**config.mk**
```make
export PLATFORM = sky130hd
export DESIGN_NAME = lane_mask_gen
export DESIGN_NICKNAME = d
export VERILOG_FILES = /design/src/rtl/lane_mask_pkg.sv /design/src/rtl/lane_mask_ctrl.sv /design/src/rtl/lane_mask_dp.sv /design/src/rtl/lane_mask_gen.sv
export SDC_FILE = /design/constraint.sdc
export NUM_CORES = 1
export LEC_CHECK = 0
export ABC_AREA = 1
export BUFFER_PORTS_ARGS = -buffer_cell sky130_fd_sc_hd__buf_2
export CORE_MARGIN = 4
export CORE_UTILIZATION = 40
export DETAILED_ROUTE_END_ITERATION = 7
export PLACE_DENSITY = 0.86
export SYNTH_ARGS = -nofsm -noshare
export SYNTH_HDL_FRONTEND = slang
export SYNTH_SLANG_ARGS = --single-unit
```
**constraint.sdc**
```tcl
create_clock -name vclk -period 2.28
set_input_delay 0.342 -clock vclk [all_inputs]
set_output_delay 0.342 -clock vclk [all_outputs]
set_load 0.05 [all_outputs]
```
**src/rtl/lane_mask_pkg.sv**
```systemverilog
package lane_mask_pkg;
  localparam int unsigned LANES      = 16;
  localparam int unsigned LOG2_LANES = $clog2(LANES);
  localparam int unsigned HALF_LANES = LANES / 2;
  localparam int unsigned BEATS      = 4;
  localparam int unsigned BEAT_LANES = LANES / BEATS;
  localparam int unsigned BLK_W      = 4;
  localparam int unsigned LEN_W      = LOG2_LANES + 1;
  localparam int unsigned SKIP_W     = $clog2(BEATS);

  typedef enum logic [3:0] {
    BEAT_NONE       = 4'd0,
    BEAT_ONE        = 4'd1,
    BEAT_TWO        = 4'd2,
    BEAT_THREE      = 4'd3,
    BEAT_THREE_NEXT = 4'd4
  } beatCode_e;

  // Strobes from control to datapath.
  typedef struct packed {
    logic              tailEn;
    logic [LEN_W-1:0]  tailLen;
    logic [SKIP_W-1:0] skipBeats;
    logic              illegal;
  } maskCtrl_t;
endpackage

```
**src/rtl/lane_mask_ctrl.sv**
```systemverilog
module lane_mask_ctrl
  import lane_mask_pkg::*;
#(
  parameter int unsigned CNT_W  = 32,
  parameter int unsigned SIZE_W = 3
) (
  input  logic [SIZE_W-1:0] sizeCode,
  input  logic [CNT_W-1:0]  loopCount,
  input  logic [7:0]        beatState,
  output maskCtrl_t         ctrl
);
  logic [CNT_W-1:0] tailThresh;

  always_comb begin
    ctrl       = '0;
    tailThresh = CNT_W'(LANES) >> sizeCode;
    // Tail stage: the final pass keeps count*esize lanes.
    if ((sizeCode < SIZE_W'(LOG2_LANES)) && (loopCount <= tailThresh)) begin
      ctrl.tailEn  = 1'b1;
      ctrl.tailLen = loopCount[LEN_W-1:0] << sizeCode;
    end
    // Beat stage: suppress beats already completed.
    if (beatState[3:0] == 4'd0) begin
      case (beatCode_e'(beatState[7:4]))
        BEAT_NONE:                   ctrl.skipBeats = SKIP_W'(0);
        BEAT_ONE:                    ctrl.skipBeats = SKIP_W'(1);
        BEAT_TWO:                    ctrl.skipBeats = SKIP_W'(2);
        BEAT_THREE, BEAT_THREE_NEXT: ctrl.skipBeats = SKIP_W'(3);
        default:                     ctrl.illegal   = 1'b1;
      endcase
    end
  end
endmodule

```
**src/rtl/lane_mask_dp.sv**
```systemverilog
module lane_mask_dp
  import lane_mask_pkg::*;
(
  input  logic [LANES-1:0] predBits,
  input  logic [BLK_W-1:0] blockMaskLo,
  input  logic [BLK_W-1:0] blockMaskHi,
  input  maskCtrl_t        ctrl,
  output logic [LANES-1:0] laneMask
);
  logic loFree, hiFree;
  assign loFree = (blockMaskLo == '0);
  assign hiFree = (blockMaskHi == '0);

  for (genvar i = 0; i < LANES; i++) begin : g_lane
    logic blockOn, tailKeep, beatKeep;
    if (i < HALF_LANES) begin : g_lo
      assign blockOn = predBits[i] | loFree;
    end else begin : g_hi
      assign blockOn = predBits[i] | hiFree;
    end
    assign tailKeep = !ctrl.tailEn || (LEN_W'(i) < ctrl.tailLen);
    assign beatKeep = (SKIP_W'(i / BEAT_LANES) >= ctrl.skipBeats);
    assign laneMask[i] = blockOn & tailKeep & beatKeep;
  end
endmodule

```
**src/rtl/lane_mask_gen.sv**
```systemverilog
module lane_mask_gen
  import lane_mask_pkg::*;
#(
  parameter int unsigned CNT_W  = 32,
  parameter int unsigned SIZE_W = 3
) (
  input  logic [15:0]       predBits,
  input  logic [3:0]        blockMaskLo,
  input  logic [3:0]        blockMaskHi,
  input  logic [SIZE_W-1:0] sizeCode,
  input  logic [CNT_W-1:0]  loopCount,
  input  logic [7:0]        beatState,
  output logic [15:0]       laneMask,
  output logic              beatIllegal
);
  maskCtrl_t ctrl;

  lane_mask_ctrl #(.CNT_W(CNT_W), .SIZE_W(SIZE_W)) u_ctrl (
    .sizeCode (sizeCode),
    .loopCount(loopCount),
    .beatState(beatState),
    .ctrl     (ctrl)
  );

  lane_mask_dp u_dp (
    .predBits   (predBits),
    .blockMaskLo(blockMaskLo),
    .blockMaskHi(blockMaskHi),
    .ctrl       (ctrl),
    .laneMask   (laneMask)
  );

  assign beatIllegal = ctrl.illegal;
endmodule

```
==> impl_results.md, run 1 <==
- Status: finished, violations left
- Failing checks: setup timing
- Final wirelength: 4320 um
- Critical path class: primary input to primary output
- # nets final: 355
- Max-slew violation total from the final report: 0
- Final period demand of the worst path: 2.45 ns
- P per Cell Area: 205 nW/um^2
- P_leak: 0.944 nW
- CP required: 1.94 ns
- Vias: 1648
- Total grt overflow: 0
- # rows: 17
- Initial DRT Pass Iterations: 4
- Die Span Y: 55.8 um
- Final HPWL DP: 2670 um
- Largest family of logic cells by synthesized area: simple AND/OR/NAND/NOR gates
- Synth Instances: 178
- Final GP Congestion: 0.821
- Largest net degree at the start of global routing: 9
- CTS Hold Buffers Added: 0
- Crit end category: primary output
- GRT Total Usage: 0.219
- Yosys warnings: 0
- Pre-CTS WS: -0.323 ns
- Die ar.: 3110 sq um
- Avg Inst Size Synth: 5.13 sq um
- Commonest non-fill, non-tap cell in the layout: buf_2
- Initial core utilization: 0.417
- First-pass GRT wire length: 5910 um
- Simple logic cell fraction of the synthesized area: 0.649
- Min-Delay Path Class: primary input to primary output
- Io pins: 84
- Via density: 5.33
- Slew HR: 0.663
- Synth-to-Final Area Change: 103%
- Syn_nets: 250
- Share of post-route cells with drive strength above 1: 0.594
- Fin crit share: 1.07
- DRC viols: 0
- Mux share of post-synthesis cell area: 0
- Core region area: 2190 sq um
- Worst-path maximum fanout: 6
- N_diodes: 0
- Clock buf count: 0
- Number of global-route vias before repair: 1449
- Max VDD drop: 0.000141 V
- Starting DRT DRC Count: 58
- Synth Area in Adders: 0.0685
- WHS: 1.03 ns
- Post-Synth XOR/XNOR Area: 0
- FFs & Latches: 0
- Netlist cell types: 25
- Most frequent cells in the layout: buf_2, nand2_1, nor2_1
- DRT antenna net count: 0
- Worst Path Arrival: 2.11 ns
- Register area: 0 sq um
- Actual slew at the worst max-slew pin: 0.502 ns
- CP startpoint kind: primary input
- MaxCap Viol Count: 0
- Final hold violation count: 0
- I/O Buffers: 84
- Antenna violations before repair: 0
- Setup-failing EPs final: 16
- RSZ-0062 raised after global routing: yes
- Fmax achieved: 408 MHz
- Post-synthesis compound-gate area fraction: 0.148
- Synthesized cell area: 913 sq um
- Seq/Total Area, Yosys: 0
- Routed WL per cell: 14.0 um
- Die width: 55.8 um
- Worst setup margin: -0.170 ns
## critical path, stage by stage
cell and delay, ns:
buf_4 0.13, inv_4 0.07, nand3_1 0.07, ha_1 0.28
nand2_1 0.09, inv_2 0.05, nand2_1 0.08, nand2_1 0.07
nand2_1 0.08, nand2_2 0.09, nand2_4 0.12, nand2_1 0.08
nor2_2 0.15, nand2_1 0.09, nand2_2 0.12, nor2_4 0.04
buf_6 0.15
## cell type report
cell class                      count  area (sq um)
Timing Repair Buffer              105           738
Multi-Input combinational cell    151           983
Fill cell                         131           333
Inverter                           25           101
Tap cell                           28          35.0
## power breakdown
part / internal (W) / total, W / switching (W)
Sequential: 0 / 0 / 0
Combinational: 0.000162 / 0.000381 / 0.000219
Clock: 0 / 0 / 0
Total: 0.000162 / 0.000381 / 0.000219
## path summary, 6_finish.rpt
| kind | end | cells past startpoint | start | slack [ns] |
|---|---|---|---|---|
| worst max-delay path | laneMask[5] | 17 | sizeCode[2] | -0.17 |
| worst min-delay path | laneMask[13] | 4 | predBits[13] | 1.03 |
## synthesized netlist by cell type (4+ instances only)
| library cell | count | area, sq um |
|---|---|---|
| nand4_1 | 9 | 56.3 |
| inv_2 | 5 | 18.8 |
| a21oi_1 | 7 | 35.0 |
| ha_1 | 5 | 62.6 |
| o21ai_0 | 12 | 60.1 |
| nand2_2 | 4 | 25.0 |
| nor2_1 | 36 | 135 |
| nor2_2 | 4 | 25.0 |
| inv_1 | 18 | 67.6 |
| nand3_1 | 15 | 75.1 |
| nand2_1 | 40 | 150 |
## repair_timing
item | in CTS | in global routing
endpoints found under the setup margin | 16 | 16
gates resized for setup | 53 | 25
pin swaps | 20 | 18
setup buffers | 2 | 4
cloned | 1 | 0
## per-layer routing
layer / up-vias / global-route usage / routed length [um]
li1: 792 / - / -
met1: 735 / 0.264 / 1610
met2: 105 / 0.431 / 2170
met3: 16 / 0.0255 / 420
met4: 0 / 0 / 119
met5: - / 0 / 0
## logic make-up after synthesis
group / Yosys count
simple gates: 120
buf+inv: 28
compound gates: 25
fa+ha+maj: 5
## stage by stage
stage	cell area, sq um	power (W)	utilization	TNS (ns)	cells
3_5_place_dp	1520	0.000294	0.693	-3.68	302
5_1_grt	1860	0.000407	0.848	-3.33	309
4_1_cts	1720	0.000336	0.785	-0.222	305
2_1_floorplan	973	0.000187	-	-0.654	178
3_3_place_gp	1520	0.000289	0.693	-2.68	302
6_report	1860	0.000381	0.848	-1.85	309
(Power assumes the default switching activity.)
==> run 2: changes to the inputs <==
- clock period: 2.28 -> 2.27 ns (I/O delays scaled with it)
==> run 2 against run 1 <==
Compared with the run above: the run still ends with setup timing left; sequential share of layout area is the same; critical path depth shrank 4; design area grew 3.1%; largest cell class unchanged; clock-buffer cell count is the same; power grew 2.4%; global-route usage grew 1.2 points; via count grew 2.4%; non-clock buffer count grew 2; highest routed layer unchanged; first-iteration DRC count grew 21%; die area is the same; utilization grew 2.6 points; final cell count grew 0.65%.
==> impl_results.md, run 2 (same netlist as run 1, synthesis figures left out) <==
- Status: finished, violations left
- Failing checks: setup timing
- Total grt overflow: 0
- Setup-failing EPs final: 14
- Crit end category: primary output
- MaxCap Viol Count: 0
- Max-slew violation total from the final report: 0
- N_diodes: 0
- Io pins: 84
- CP required: 1.93 ns
- Largest net degree at the start of global routing: 9
- # nets final: 357
- Combinational share of power: 1.000
- Pre-CTS WS: -0.340 ns
- Final GP Congestion: 0.821
- Actual slew at the worst max-slew pin: 0.459 ns
- CP startpoint kind: primary input
- Min-Delay Path Class: primary input to primary output
- Starting DRT DRC Count: 70
- Synth-to-Final Area Change: 110%
- Die Span Y: 55.8 um
- Commonest non-fill, non-tap cell in the layout: buf_2
- Routed WL per cell: 14.5 um
- DRC viols: 0
- DRT antenna net count: 0
- Slew HR: 0.691
- P per Cell Area: 204 nW/um^2
- Register share of total power: 0
- Vias: 1688
- First-pass GRT wire length: 6240 um
- Worst setup margin: -0.122 ns
- Final wirelength: 4510 um
- Final HPWL DP: 2660 um
- Fmax achieved: 418 MHz
- Core region area: 2190 sq um
- Register area: 0 sq um
- Max VDD drop: 0.000141 V
- RSZ-0062 raised after global routing: yes
- FFs & Latches: 0
- Die width: 55.8 um
- Number of global-route vias before repair: 1523
- Share of post-route cells with drive strength above 1: 0.618
- Most frequent cells in the layout: buf_2, nand2_1, nor2_1
- Initial DRT Pass Iterations: 4
- GRT Total Usage: 0.231
- Int Pwr: 0.000165 W
- Final period demand of the worst path: 2.39 ns
- Clock buf count: 0
- Worst Path Arrival: 2.05 ns
- Antenna violations before repair: 0
- Psw: 0.000226 W
- Setup TNS: -0.951 ns
- Initial core utilization: 0.417
- Fin crit share: 1.05
- Fillers: 121
- Switching Share: 0.578
- Die ar.: 3110 sq um
- Clk pwr share: 0
- I/O Buffers: 84
- Final hold violation count: 0
- CTS Hold Buffers Added: 0
- P_leak: 0.960 nW
- Final Util: 0.874
- Via density: 5.43
- # rows: 17
- Critical path class: primary input to primary output
- Worst-path maximum fanout: 6
[run 2: path summary, 6_finish.rpt]
check	slack, ns	end	startpoint	cells after the start
min	1.03	laneMask[15]	predBits[15]	4
max	-0.12	laneMask[8]	sizeCode[1]	13
[run 2: critical path: stages]
cell and delay (ns):
buf_12 0.11, nor2_4 0.12, nand2_2 0.08, ha_4 0.27
nand3_1 0.08, nor2_1 0.14, nand2_1 0.09, nand2_2 0.12
nand2_4 0.10, nand4_1 0.20, inv_1 0.09, a21oi_2 0.14
buf_6 0.17
[run 2: area by class of cell]
| type | instances | area (sq um) | area share |
|---|---|---|---|
| Multi-Input combinational cell | 151 | 1030 | 0.537 |
| Inverter | 25 | 104 | 0.0542 |
| Tap cell | 28 | 35.0 | 0.0183 |
| Timing Repair Buffer | 107 | 748 | 0.391 |
[run 2: metrics by stage]
step | hold slack, ns | power [W] | instances | instance area, sq um
final | 1.03 | 0.000390 | 311 | 1920
after global routing | 1.05 | 0.000417 | 311 | 1920
after CTS | 1.05 | 0.000337 | 308 | 1740
after detailed placement | 1.11 | 0.000296 | 302 | 1520
after global placement | 1.11 | 0.000291 | 302 | 1520
after floorplan | 0.938 | 0.000187 | 178 | 973
[run 2: what timing repair did]
item | in CTS | in global routing
setup endpoints to repair | 16 | 16
resized for setup | 52 | 39
cloned | 1 | 0
pin swaps | 16 | 21
buffers inserted | 5 | 3
[run 2: routing by layer]
layer,vias to the layer above,GRT usage,routed length [um]
li1,798,-,-
met1,754,0.275,1690
met2,112,0.453,2280
met3,24,0.0232,372
met4,0,0.0174,173
met5,-,0,0
[run 2: power groups by stage]
stage / sequential [W] / clock (W) / combinational (W)
2_1_floorplan: 0 / 0 / 0.000187
3_3_place_gp: 0 / 0 / 0.000291
3_5_place_dp: 0 / 0 / 0.000296
4_1_cts: 0 / 0 / 0.000337
6_report: 0 / 0 / 0.000390
5_1_grt: 0 / 0 / 0.000417
